--- src/rtl/disp_port.sv ---
module disp_port #(
  parameter int ADDR_W    = 16,
  parameter int DATA_W    = 16,
  parameter int CHAR_W    = 8,
  parameter logic [ADDR_W-1:0] STAT_ADDR = 16'hFE04,
  parameter logic [ADDR_W-1:0] DATA_ADDR = 16'hFE06,
  parameter int RDY_BIT   = 15,
  parameter int IE_BIT    = 14
) (
  input  logic              clk,
  input  logic              rst_n,
  input  logic [ADDR_W-1:0] bus_addr,
  input  logic              bus_wr,
  input  logic [DATA_W-1:0] bus_wdata,
  output logic [DATA_W-1:0] bus_rdata,
  input  logic              disp_done,
  output logic              char_valid,
  output logic [CHAR_W-1:0] char_code,
  output logic              irq
);
  localparam int PAD_W = DATA_W - CHAR_W;

  logic ready_q, ie_q, cv_q;
  logic [CHAR_W-1:0] chr_q;

  wire sel_stat = (bus_addr == STAT_ADDR);
  wire sel_data = (bus_addr == DATA_ADDR);
  wire accept   = bus_wr & sel_data & ready_q;

  always_ff @(posedge clk) begin
    if (!rst_n) begin
      ready_q <= 1'b1;
      ie_q    <= 1'b0;
      cv_q    <= 1'b0;
      chr_q   <= '0;
    end else begin
      cv_q <= accept;
      if (accept) begin
        chr_q   <= bus_wdata[CHAR_W-1:0];
        ready_q <= 1'b0;
      end else if (disp_done) begin
        ready_q <= 1'b1;
      end
      if (bus_wr && sel_stat) ie_q <= bus_wdata[IE_BIT];
    end
  end

  always_comb begin
    bus_rdata = '0;
    if (sel_stat) begin
      bus_rdata[RDY_BIT] = ready_q;
      bus_rdata[IE_BIT]  = ie_q;
    end else if (sel_data) begin
      bus_rdata = {{PAD_W{1'b0}}, chr_q};
    end
  end

  assign char_valid = cv_q;
  assign char_code  = chr_q;
  assign irq        = ready_q & ie_q;
endmodule

--- config.mk ---
export PLATFORM = sky130hd
export DESIGN_NAME = disp_port
export DESIGN_NICKNAME = d
export VERILOG_FILES = /design/src/rtl/disp_port.sv
export SDC_FILE = /design/constraint.sdc
export NUM_CORES = 1
export LEC_CHECK = 0
export BUFFER_PORTS_ARGS = -buffer_cell sky130_fd_sc_hd__buf_4
export CORE_MARGIN = 1.5
export CORE_UTILIZATION = 31
export DETAILED_ROUTE_END_ITERATION = 10
export MAX_ROUTING_LAYER = met4
export PLACE_DENSITY = 0.72
export SYNTH_ARGS = -nofsm -noshare
export SYNTH_HDL_FRONTEND = slang
export SYNTH_SLANG_ARGS = --single-unit
--- constraint.sdc ---
create_clock -name clk -period 1 [get_ports clk]
set_input_delay 0.05 -clock clk [delete_from_list [all_inputs] [get_ports clk]]
set_output_delay 0.05 -clock clk [all_outputs]
set_load 0.05 [all_outputs]
==> results.yml, run 1 <==
timing:
  fmax_mhz: 861
  hold_violation_total_from_the_final_report: 0
  clock-skew-final_ns: 0.00687
  final_period_util_pct: 116
  report.final.setup_viol: 10
  timing_max_transition_violations_final: 0
  rsz0062_at_grt: "true"
  post-route-worst-setup-slack_ns: -0.161
  fin_crit_ns: 1.16
worst_hold_path:
  min-delay-path-class: "in2reg"
  holdCritStartpoint: "disp_done"
critical_path:
  r2r.worst_path.cells: 3
  worst-setup-path-type: "in2out"
  worst-path-max-fanout: 8
  cp_data_arrival_time_ns: 1.11
  rr_endpoint: "char_code[5]"
  endpoint: "bus_rdata[3]"
  startpoint: "bus_addr[7]"
  timing.critical_path.required_ns: 0.95
  start_kind: "input port"
  cp-end-kind: "primary output"
  flop2flop_setup_slack_ns: 0.09
  rr_startpoint: "ready_q"
clock_network:
  htree_levels: 1
  clock_tree_buffer_depth: 2
  cts_tree: "built"
  cts.clk_slew.worst_paths_ns: 0.07
  clk_sink_count: 11
  cts_buffers: 3
  clk_latency_ns: 0.27
  clk_root_buffer_cell: "clkbuf_4"
floorplan:
  initial_utilization_pct: 32.7
  die_height_um: 48.5
  floorplan.rows: 16
  dieWidth_um: 48.5
  top_level_ports: 62
  dieArea_um2: 2350
  fp.coreArea_um2: 1960
cells_and_area:
  diodes: 0
  drive_gt1_share_pct: 63.5
  post-route-util_pct: 61.3
  final_cell_area_um2: 1200
  syn_to_final_growth_pct: 87.3
  final_net_count: 163
pwr:
  sw_frac_of_total_pct: 26.4
  p_comb_share_pct: 20.1
  switching_power_uw: 243
  clock_network_fraction_of_total_power_pct: 32.6
  sequentialPowerShare_pct: 47.3
  p_per_area_nw_per_um2: 765
  power.leakage_uw: 0.000521
  design_power_total_uw: 919
  max-vdd-ir-drop_mv: 0.433
  internal_power_uw: 677
synthesis:
  yosysUniqueCellTypes: 22
  synth-adder-area-share_pct: 0
  ys_top_cells_by_count: "dfxtp_1, a21oi_1, nand3_1, and2_2, o21ai_0"
  post-synth-top-count-cell: "dfxtp_1"
  syn-instance-count: 73
  synth_top_family_by_area: "simple AND/OR/NAND/NOR gates"
  synth_top_cells_by_area: "dfxtp_1, and2_2, a21oi_1"
  synth_compound_area_share_pct: 15.8
  yosys_reg_bits: 11
  synth_edf_count: 0
  netlist.area_leader.share_pct: 34.3
  syn-mean-instance-area_um2: 8.79
  synth_xor_area_share_pct: 0
  yosysSeqAreaShare_pct: 34.3
  synth-warning-count: 0
  post-synth-top-area-cell: "dfxtp_1"
  post_synth_instance_area_um2: 642
  postSynth.asyncResetShare_pct: 0
  synth-main-ff-cell: "dfxtp_1"
  muxShareOfSynthArea_pct: 0
  post_synth_and_or_nand_nor_area_fraction_pct: 35.9
job:
  maxCapViolations: 0
detailed_routing:
  detail_route.first_pass.iterations: 4
  drc_violations_left: 0
  routed_wl_um: 1820
  dr_total_vias: 731
  routedWlPerCell_um: 11.9
  route.detailed.vias_per_inst: 4.78
  first_iter_violations: 17
  residual_antenna_violating_net_count_after_detailed_routing: 0
global_routing:
  via_count_of_the_first_global_routing_pass: 712
  grt_antenna_before_repair: 0
  grt_max_degree: 11
  grt_use_total_pct: 17.3
  grt_first_pass_wirelength_um: 3100
  globalRoute.totalOverflow: 0
placement:
  detailed_place.area_um2: 1020
  dp_hpwl_um: 1360
  port-buffer-count: 48
  finalWeightedCongestion: 0.727
  dp_worst_setup_slack_ns: -0.248
outcome:
  violations: "negative setup slack"
  result_of_the_run: "complete, but fails checks"
-- layout by cell type (no fill, tap or decap), types with 2 or more instances in the layout --
cell / instances
dfxtp_1: 10
conb_1: 6
buf_8: 11
a21oi_1: 7
o21ai_0: 6
buf_4: 38
buf_6: 2
a21oi_2: 2
and2_4: 11
nand3_1: 7
clkbuf_4: 3
o21ai_1: 2
-- worst max-delay path, stage by stage --
cell    delay [ns]
buf_6         0.10
nor4_4        0.29
and4_4        0.28
buf_12        0.11
and2_4        0.14
buf_8         0.14
-- state kept, by name, summed over array words and instances, names as in the netlist --
name	flops
char_code	8
char_valid	1
ie_q	1
ready_q	1
-- worst min-delay path by stage --
| stage | slack, ns | depth (start not counted) | endpoint |
|---|---|---|---|
| finish | 0.02 | 3 | ready_q |
| global route | 0.03 | 3 | char_code[1] |
| CTS | 0.01 | 3 | ready_q |
| detailed placement | 0.24 | 2 | ready_q |
| global placement | 0.22 | 2 | ready_q |
| floorplan | 0.11 | 1 | ready_q |
-- stage by stage --
step	instances	hold slack (ns)	TNS, ns
after global routing	153	0.0306	-2.07
after floorplan	78	0.112	-0.345
final	153	0.0163	-1.52
after global placement	147	0.222	-3.53
after detailed placement	147	0.244	-3.89
after CTS	154	0.0147	-2.25
-- kinds of logic (layout without fill, tap and decap cells) --
group | after synthesis | after routing
buffers and inverters | 10 | 58
other | 1 | 6
AOI/OAI and AO/OA | 19 | 19
and+or+nand+nor | 32 | 32
DFF | 11 | 11
-- power groups by stage --
stage	Combinational, uW	Clock, uW	Sequential (uW)
2_1_floorplan	93.9	0	448
3_3_place_gp	167	0	448
3_5_place_dp	168	0	448
4_1_cts	177	307	438
5_1_grt	195	334	435
6_report	185	300	435
-- per-layer routing --
layer / vias to the layer above / routed length, um / GRT usage [%]
met1: 318 / 674 / 18.3
li1: 357 / - / -
met5: - / 0 / -
met3: 4 / 209 / 6.17
met2: 52 / 899 / 29.2
met4: 0 / 34 / 7.62
-- layout make-up --
type	instances	area (um^2)
Timing Repair Buffer	53	503
Sequential cell	11	224
Multi-Input combinational cell	57	408
Fill cell	182	759
Tap cell	27	33.8
Clock buffer	4	26.3
Inverter	1	7.51
-- what timing repair did --
item                       in CTS  in global routing
setup endpoints to repair      19                 21
resized for setup              27                 15
gates cloned                    1                  0
buffers inserted                1                  0
hold endpoints to repair        1                  0
hold buffers                    1                  0
pin swaps                      11                  3
No activity file was read; power rests on OpenSTA's default activity.
==> run 2: changes to the inputs <==
--- a/config.mk
+++ b/config.mk
@@ -10,7 +10,8 @@
 export CORE_UTILIZATION = 31
 export DETAILED_ROUTE_END_ITERATION = 10
 export MAX_ROUTING_LAYER = met4
-export PLACE_DENSITY = 0.72
+export PLACE_DENSITY = 0.79
+export SLEW_MARGIN = 20
 export SYNTH_ARGS = -nofsm -noshare
 export SYNTH_HDL_FRONTEND = slang
 export SYNTH_SLANG_ARGS = --single-unit
==> results.yml, run 2 (synthesis gave the netlist of run 1 again) <==
outcome:
  result_of_the_run: "complete, but fails checks"
  violations: "negative setup slack"
pwr:
  p_per_area_nw_per_um2: 751
  max-vdd-ir-drop_mv: 0.326
  internal_power_uw: 681
  p_comb_share_pct: 20.3
  sw_frac_of_total_pct: 26.1
  switching_power_uw: 241
  sequentialPowerShare_pct: 47.2
  clock_network_fraction_of_total_power_pct: 32.5
  power.leakage_uw: 0.000548
timing:
  rsz0062_at_grt: "true"
  report.final.setup_viol: 15
  timing_max_transition_violations_final: 0
  fin_crit_ns: 1.15
  post-route-worst-setup-slack_ns: -0.153
  hold_slack_ns: 0.0247
  fmax_mhz: 867
  clock-skew-final_ns: 0.00353
  final_period_util_pct: 115
  hold_violation_total_from_the_final_report: 0
  final.setup.tns_ns: -1.55
global_routing:
  via_count_of_the_first_global_routing_pass: 725
  globalRoute.totalOverflow: 0
  grt_use_total_pct: 18.2
  grt_max_degree: 12
  grt_antenna_before_repair: 0
  grt_first_pass_wirelength_um: 3270
cells_and_area:
  multi_input_area_um2: 397
  n_fill_cell: 171
  largest_register_ff_count: 8
  layout_common_cells: "buf_4, and2_4, buf_8"
  drive_gt1_share_pct: 64.6
  diodes: 0
  final_net_count: 167
  register_area_um2: 225
  syn_to_final_growth_pct: 91.4
  layout_commonest_cell: "buf_4"
detailed_routing:
  detail_route.first_pass.iterations: 2
  route.detailed.vias_per_inst: 4.78
  routed_wl_um: 1970
  dr_total_vias: 750
  residual_antenna_violating_net_count_after_detailed_routing: 0
  routedWlPerCell_um: 12.5
  first_iter_violations: 3
  drc_violations_left: 0
clock_network:
  cts_tree: "built"
  cts_buffers: 3
  clk_latency_ns: 0.27
  htree_levels: 1
  clk_root_buffer_cell: "clkbuf_4"
  clock_tree_buffer_depth: 2
  cts.clk_slew.worst_paths_ns: 0.06
  clk_sink_count: 11
worst_hold_path:
  min-delay-path-class: "in2reg"
floorplan:
  initial_utilization_pct: 32.7
  floorplan.rows: 16
  top_level_ports: 62
  dieArea_um2: 2350
  die_height_um: 48.5
  dieWidth_um: 48.5
  fp.coreArea_um2: 1960
job:
  maxCapViolations: 0
critical_path:
  worst-setup-path-type: "in2out"
  cp_data_arrival_time_ns: 1.10
  cp-end-kind: "primary output"
  start_kind: "input port"
  worst-path-max-fanout: 11
  timing.critical_path.required_ns: 0.95
placement:
  finalWeightedCongestion: 0.661
  port-buffer-count: 48
## run 2: final timing paths
kind	from	to	slack, ns	cells after the start
worst max-delay path	bus_addr[0]	bus_rdata[5]	-0.15	5
worst min-delay path	disp_done	ready_q	0.02	3
worst max register to register	ready_q	char_code[0]	0.06	3
worst min register to register	char_code[3]	char_code[3]	0.49	2
## run 2: power by group through the flow
| stage | sequential (uW) | combinational, uW | clock (uW) |
|---|---|---|---|
| after floorplan | 448 | 93.9 | 0 |
| after global placement | 448 | 166 | 0 |
| after detailed placement | 448 | 168 | 0 |
| after CTS | 438 | 179 | 299 |
| after global routing | 435 | 201 | 319 |
| final | 435 | 187 | 300 |
## run 2: cell type report
cell class | instances | area share [%]
timing repair buffer | 57 | 43.9
inverter | 1 | 0.611
multi-input combinational | 57 | 32.3
sequential | 11 | 18.3
tap | 27 | 2.75
clock buffer | 4 | 2.14
## run 2: what timing repair did
item	CTS	global route
buffers inserted	5	1
hold buffers	1	0
setup endpoints to repair	19	22
pin swaps	11	6
gates resized for setup	30	17
hold endpoints to repair	1	0
## run 2: through the flow
step / std cells / setup slack [ns] / power [uW] / area [um^2] / util (%)
6_report: 157 / -0.153 / 922 / 1230 / 62.6
5_1_grt: 157 / -0.224 / 954 / 1230 / 62.6
4_1_cts: 157 / -0.182 / 915 / 1200 / 61.0
3_5_place_dp: 147 / -0.265 / 616 / 1020 / 52.0
3_3_place_gp: 147 / -0.224 / 614 / 1020 / 52.0
2_1_floorplan: 78 / -0.0428 / 542 / 673 / -
## run 2: critical path: stages
cell    delay, ns
buf_6        0.09
nor4_4       0.30
and4_4       0.34
and2_4       0.17
buf_8        0.14
## run 2: layer usage
metal / global-route usage, % / vias up / part of all wire [%]
met5: - / - / 0
met4: 8.57 / 0 / 1.7
met3: 3.09 / 5 / 8.8
met2: 33.3 / 42 / 54
met1: 19.0 / 341 / 35
li1: - / 362 / -
